## config.mk

```make
export PLATFORM = sky130hd
export DESIGN_NAME = ctlreg_top
export DESIGN_NICKNAME = d
export VERILOG_FILES = /design/src/rtl/ctlreg_pkg.sv /design/src/rtl/ctlreg_bitfile.sv /design/src/rtl/ctlreg_settle.sv /design/src/rtl/ctlreg_top.sv
export SDC_FILE = /design/constraint.sdc
export NUM_CORES = 1
export LEC_CHECK = 0
export ABC_AREA = 1
export BUFFER_PORTS_ARGS = -buffer_cell sky130_fd_sc_hd__buf_2
export CORE_MARGIN = 2
export CORE_UTILIZATION = 25
export DETAILED_ROUTE_END_ITERATION = 8
export PLACE_DENSITY_LB_ADDON = 0.3
export SKIP_LAST_GASP = 1
export SYNTH_ARGS = -nofsm -noshare
export SYNTH_HDL_FRONTEND = slang
export SYNTH_SLANG_ARGS = --single-unit
```

## constraint.sdc

```tcl
create_clock -name clk -period 1.7 [get_ports clk]
set_clock_uncertainty 0.15 [all_clocks]
set_input_delay 0.085 -clock clk [delete_from_list [all_inputs] [get_ports clk]]
set_output_delay 0.085 -clock clk [all_outputs]
set_load 0.02 [all_outputs]
```

## src/rtl/ctlreg_pkg.sv

```systemverilog
package ctlreg_pkg;
    localparam int NBITS     = 16;
    localparam int SUB_W     = $clog2(NBITS);
    localparam int NCH       = 2;
    localparam int GP_PER_CH = 4;
    localparam int FLD_W     = 4;
    localparam int CTRL_BASE = NCH * GP_PER_CH;
    // field offsets inside one channel's control nibble
    localparam int F_POLAR   = 0;
    localparam int F_INC     = 1;
    localparam int F_DEC     = 2;
    localparam int F_HALF    = 3;

    typedef struct packed {
        logic [NBITS-1:0] bits;
        logic             ack;
    } bitfile_t;
endpackage

```

## src/rtl/ctlreg_bitfile.sv

```systemverilog
module ctlreg_bitfile
    import ctlreg_pkg::*;
(
    input  logic             clk,
    input  logic             rst_n,
    input  logic             set_stb,
    input  logic             clr_stb,
    input  logic [SUB_W-1:0] sub_addr,
    input  logic             clr_all,
    input  logic             bus_init,
    output logic [NBITS-1:0] bits_d,
    output logic [NBITS-1:0] bits_q,
    output logic             ack_q
);
    bitfile_t st_d, st_q;

    always_comb begin
        st_d     = st_q;
        st_d.ack = set_stb | clr_stb;
        if (clr_all || bus_init) begin
            st_d.bits = '0;
        end else begin
            if (set_stb) st_d.bits[sub_addr] = 1'b1;
            // clear evaluated last so it wins over a simultaneous set
            if (clr_stb) st_d.bits[sub_addr] = 1'b0;
        end
    end

    always_ff @(posedge clk or negedge rst_n) begin
        if (!rst_n) st_q <= '0;
        else        st_q <= st_d;
    end

    assign bits_d = st_d.bits;
    assign bits_q = st_q.bits;
    assign ack_q  = st_q.ack;
endmodule

```

## src/rtl/ctlreg_settle.sv

```systemverilog
module ctlreg_settle
    import ctlreg_pkg::*;
#(
    parameter int SETTLE_CYCLES = 2_500_000
) (
    input  logic             clk,
    input  logic             rst_n,
    input  logic [NBITS-1:0] bits_d,
    input  logic [NBITS-1:0] bits_q,
    output logic [NCH-1:0]   busy
);
    localparam int CNT_W = $clog2(SETTLE_CYCLES + 1);
    localparam logic [CNT_W-1:0] CNT_LOAD = CNT_W'(SETTLE_CYCLES);

    for (genvar ch = 0; ch < NCH; ch++) begin : g_ch
        localparam int POL = CTRL_BASE + ch * FLD_W + F_POLAR;
        localparam int HLF = CTRL_BASE + ch * FLD_W + F_HALF;

        logic [CNT_W-1:0] cnt_d, cnt_q;
        logic             relay_move;

        always_comb begin
            relay_move = (bits_d[POL] != bits_q[POL]) ||
                         (bits_d[HLF] != bits_q[HLF]);
            cnt_d = cnt_q;
            if (relay_move)
                cnt_d = CNT_LOAD;
            else if (cnt_q != '0)
                cnt_d = cnt_q - 1'b1;
        end

        always_ff @(posedge clk or negedge rst_n) begin
            if (!rst_n) cnt_q <= '0;
            else        cnt_q <= cnt_d;
        end

        assign busy[ch] = (cnt_q != '0);
    end
endmodule

```

## src/rtl/ctlreg_top.sv

```systemverilog
module ctlreg_top
    import ctlreg_pkg::*;
#(
    parameter int SETTLE_CYCLES = 2_500_000
) (
    input  logic        clk,
    input  logic        rst_n,
    input  logic        set_stb,
    input  logic        clr_stb,
    input  logic [3:0]  sub_addr,
    input  logic        clr_all,
    input  logic        bus_init,
    output logic        cmd_ack,
    output logic [16:1] rd_word,
    output logic [3:0]  gpo_a,
    output logic [3:0]  gpo_b,
    output logic [1:0]  ch_bipolar,
    output logic [1:0]  ch_inc_en,
    output logic [1:0]  ch_dec_en,
    output logic [1:0]  ch_half_scale,
    output logic [1:0]  range_busy
);
    logic [NBITS-1:0] bits_d, bits_q;

    ctlreg_bitfile u_bits (
        .clk      (clk),
        .rst_n    (rst_n),
        .set_stb  (set_stb),
        .clr_stb  (clr_stb),
        .sub_addr (sub_addr),
        .clr_all  (clr_all),
        .bus_init (bus_init),
        .bits_d   (bits_d),
        .bits_q   (bits_q),
        .ack_q    (cmd_ack)
    );

    ctlreg_settle #(.SETTLE_CYCLES(SETTLE_CYCLES)) u_settle (
        .clk    (clk),
        .rst_n  (rst_n),
        .bits_d (bits_d),
        .bits_q (bits_q),
        .busy   (range_busy)
    );

    // readback numbered from 1: position n carries bit n-1
    assign rd_word = bits_q;

    assign gpo_a = bits_q[GP_PER_CH-1:0];
    assign gpo_b = bits_q[2*GP_PER_CH-1:GP_PER_CH];

    for (genvar ch = 0; ch < NCH; ch++) begin : g_fld
        localparam int B = CTRL_BASE + ch * FLD_W;
        assign ch_bipolar[ch]    = bits_q[B + F_POLAR];
        assign ch_inc_en[ch]     = bits_q[B + F_INC];
        assign ch_dec_en[ch]     = bits_q[B + F_DEC];
        assign ch_half_scale[ch] = bits_q[B + F_HALF];
    end
endmodule

```

==> metrics.md <==
| Metric | Value |
|---|---|
| Outcome | finished with violations |
| Violations in the final reports | negative setup slack |
| Power share of the sequential group | 36.8% |
| Distinct cells, synth | 27 |
| Detailed-route vias per instance | 4.53 |
| Routed wire length | 9.63 mm |
| Critical path buffer and inverter count | 2 |
| Static Leakage | 0.00255 uW |
| Fraction of power consumed by the clock network | 32.3% |
| Critical path class | flop to output port |
| Count of maximum capacitance violations | 0 |
| Detailed router's first-iteration violation count | 204 |
| Maximum VDD drop | 0.000338 V |
| Synth-to-layout area growth | 38.9% |
| Die extent in y | 126 um |
| Tot GR Track Use | 12.4% |
| Average wire per cell in the routed design | 11.8 um |
| Peak fanout along the critical path | 3 |
| Width of the chip | 126 um |
| Clock sink count | 61 |
| CTS tree | built |
| Number of nets in the synthesized netlist | 541 |
| Sort of element at the end of the critical path | output port |
| Leading cell types by total area after synthesis | sky130_fd_sc_hd__dfrtp_1 41%, sky130_fd_sc_hd__nor2_1 12%, sky130_fd_sc_hd__nand2_1 12% |
| Period Utilization, post-route | 106% |
| Power per cell area | 981 nW/um2 |
| Arrival time at the worst endpoint | 1.56 ns |
| Path type of the worst min-delay path | input port to flop |
| Area taken by flip-flops and latches | 1530 um2 |
| First-pass detailed-route iteration total | 5 |
| Initial standard-cell utilization of the core | 25.6% |
| Final #Nets | 638 |
| Reported net switching power | 1670 uW |
| Area taken by multi-input logic gates | 2050 um2 |
| Placed instance count | 765 |
| Via count of the first global-routing pass | 3,478 |
| List of cells traversed by the critical path | inv_2 > ha_4 > nand3_4 > nor2_4 > nand2_2 > nor2_4 > nand3_4 > buf_6 |
| Crit path launch type | flop |
| Htree depth | 3 |
| Antenna violations before repair | 0 |
| HPWL reported at the end of detailed placement | 6.76 mm |
| Setup repair after global routing missed its margin | true |
| Antenna Nets Post-Route | 0 |
| Syn avg cell area | 7.05 um2 |
| Post-synthesis instance area | 3730 um2 |
| Primary FF master, synth | sky130_fd_sc_hd__dfrtp_1 |
| Leading post-synthesis cells by instance count | 116 x sky130_fd_sc_hd__nor2_1, 115 x sky130_fd_sc_hd__nand2_1, 66 x sky130_fd_sc_hd__inv_1 |
| Die Outline Area | 15,900 um2 |
| Routed vias | 3,685 |
| Proportion of synthesized flip-flops having asynchronous set or reset | 100% |
| Worst path slowest cell | sky130_fd_sc_hd__dfrtp_1 |
| Final min period | 1.80 ns |
| Data required time of the critical path | 1.46 ns |
| Area share of the largest cell type after synthesis | 41.0% |
| ANT cells | 0 |
| Setup TNS | -0.176 ns |
| Cells after synthesis | 529 |
| Placement Rows | 44 |
| Synth area leader | sky130_fd_sc_hd__dfrtp_1 |
| Slew Viols, Final | 0 |
| Fill count | 1,520 |
| Max-Slew Margin vs Limit | 74.3% |
| Kind of cell adding the most delay to the critical path | simple AND/OR/NAND/NOR gates |
| Comb pwr share | 30.9% |
| Total internal power | 3410 uW |
| Transition time at the pin with the least slew margin | 0.385 ns |
| Synthesis Warnings | 0 |
| Share of synthesized area occupied by flip-flops and latches | 41.0% |
| Net switching share of the total power | 32.8% |
| Placer Congestion | 0.873 |
| Pre-CTS setup slack | -0.0643 ns |
| Share of final-layout standard cells stronger than drive strength 1 | 31.1% |
| Post-synthesis register bit count | 61 |
| Final Hold Violating Endpoints | 0 |
| Total clock buffers created by CTS | 9 |
| I/O pin count | 45 |
| Post-layout instance count excluding filler cells | 814 |
| Clock transition at path regs | 0.05 ns |
| Maximum cell stage delay along the critical path | 0.38 ns |
| Number of design rule violations left after detail routing | 0 |
| Cell chosen for the clock root | sky130_fd_sc_hd__clkbuf_16 |
| Wire length of the first global-routing pass | 16.1 mm |
| Clock latency at the later pin of the worst-skew pair | 0.33 ns |
| Setup Viol. Count Final | 2 |
| Largest net degree at the start of global routing | 62 |
| Count of buffers from port buffering | 44 |
| Cell with the most instances after synthesis | sky130_fd_sc_hd__nor2_1 |
| Slack of the critical path | -0.0980 ns |
| Total congestion overflow after global routing | 0 |
| Number of enable-type register cells in the synthesized netlist | 0 |
| Number of buffers on the longest clock path | 2 |
| Standard cell core area | 14,500 um2 |
| Maximum clock frequency | 556 MHz |
power groups by stage:
stage | clock (uW) | sequential (uW) | combinational (uW)
after global placement | 0 | 1880 | 1090
after CTS | 1690 | 1860 | 1360
after global routing | 1760 | 1900 | 1740
final | 1640 | 1870 | 1570
after floorplan | 0 | 1840 | 763
after detailed placement | 0 | 1890 | 1110
state kept, by name, summed over array words and instances, names as in the netlist:
signal               cells
u_settle.g_ch.cnt_q     44
u_bits.ack_q             1
u_bits.bits_q           16
worst register-to-register path: stages, from the launching register on:
cell,delay [ns]
sky130_fd_sc_hd__dfrtp_1,0.38
sky130_fd_sc_hd__inv_2,0.08
sky130_fd_sc_hd__ha_4,0.15
sky130_fd_sc_hd__nand3_4,0.08
sky130_fd_sc_hd__nor2_4,0.10
sky130_fd_sc_hd__buf_4,0.16
sky130_fd_sc_hd__buf_4,0.12
sky130_fd_sc_hd__inv_1,0.06
sky130_fd_sc_hd__nor2_2,0.11
sky130_fd_sc_hd__nand3_1,0.10
sky130_fd_sc_hd__nand2_1,0.07
sky130_fd_sc_hd__nor2_1,0.03
stage by stage:
stage               utilization (%)  area (um2)  power, uW  hold WS [ns]
floorplan                         -        3800       2610        -0.361
global placement               29.9        4350       2960       -0.0250
detailed placement             29.9        4350       2990       -0.0182
CTS                            33.7        4900       4910       0.00185
global route                   35.6        5180       5410        0.0425
finish                         35.6        5180       5080        0.0123
per-layer routing:
| metal | global-route usage (%) | wire length [um] | up-vias |
|---|---|---|---|
| met5 | 0 | 0 | - |
| met4 | 5.88 | 211 | 0 |
| met3 | 1.91 | 416 | 16 |
| met2 | 20.0 | 4540 | 105 |
| met1 | 16.2 | 4460 | 1702 |
| li1 | - | - | 1862 |
cells in the final DEF (no fill, tap or decap), types with 19 or more instances in the layout:
| cell type | count |
|---|---|
| sky130_fd_sc_hd__nand2_1 | 104 |
| sky130_fd_sc_hd__nor2_1 | 93 |
| sky130_fd_sc_hd__dfrtp_1 | 61 |
| sky130_fd_sc_hd__inv_1 | 60 |
| sky130_fd_sc_hd__buf_4 | 49 |
| sky130_fd_sc_hd__buf_2 | 42 |
| sky130_fd_sc_hd__nand3_1 | 38 |
| sky130_fd_sc_hd__nor2_2 | 20 |
| sky130_fd_sc_hd__nand4_1 | 19 |
logic make-up after synthesis:
kind of cell	count (synthesis)	share of synthesized area (%)
xor gates and xnor gates	15	3.52
DFF	61	41.0
adders and majority gates	2	0.671
and+or+nand+nor	322	37.9
AOI/OAI and AO/OA	34	4.97
buffers and inverters	95	12.0
worst paths after layout:
path	slack, ns	depth (start not counted)	start	end
max in group asynchronous	0.96	3	rst_n	u_settle.g_ch[1].cnt_q[21]
setup reg to reg	0	11	u_settle.g_ch[0].cnt_q[1]	u_settle.g_ch[0].cnt_q[12]
min in group asynchronous	0.14	3	rst_n	u_settle.g_ch[0].cnt_q[5]
hold / removal	0.01	4	sub_addr[0]	u_bits.bits_q[8]
hold reg to reg	0.38	2	u_settle.g_ch[0].cnt_q[21]	u_settle.g_ch[0].cnt_q[21]
setup / recovery	-0.1	8	u_settle.g_ch[0].cnt_q[1]	range_busy[0]
cell type report:
class | instances | share of cell area (%)
multi-input combinational | 373 | 39.5
sequential | 61 | 29.5
timing repair buffer | 112 | 16.3
inverter | 69 | 5.10
clock buffer | 11 | 4.69
tap | 184 | 4.45
clock inverter | 4 | 0.483
what timing repair did:
item | 4_1_cts | 5_1_grt
endpoints found under the hold margin | 65 | 0
gates cloned | 0 | 1
pin swaps | 10 | 18
setup buffers | 22 | 7
setup endpoints to repair | 7 | 41
gates resized for setup | 13 | 70
hold buffers | 8 | 0
Note: power is estimated with default switching activity, not from simulation.
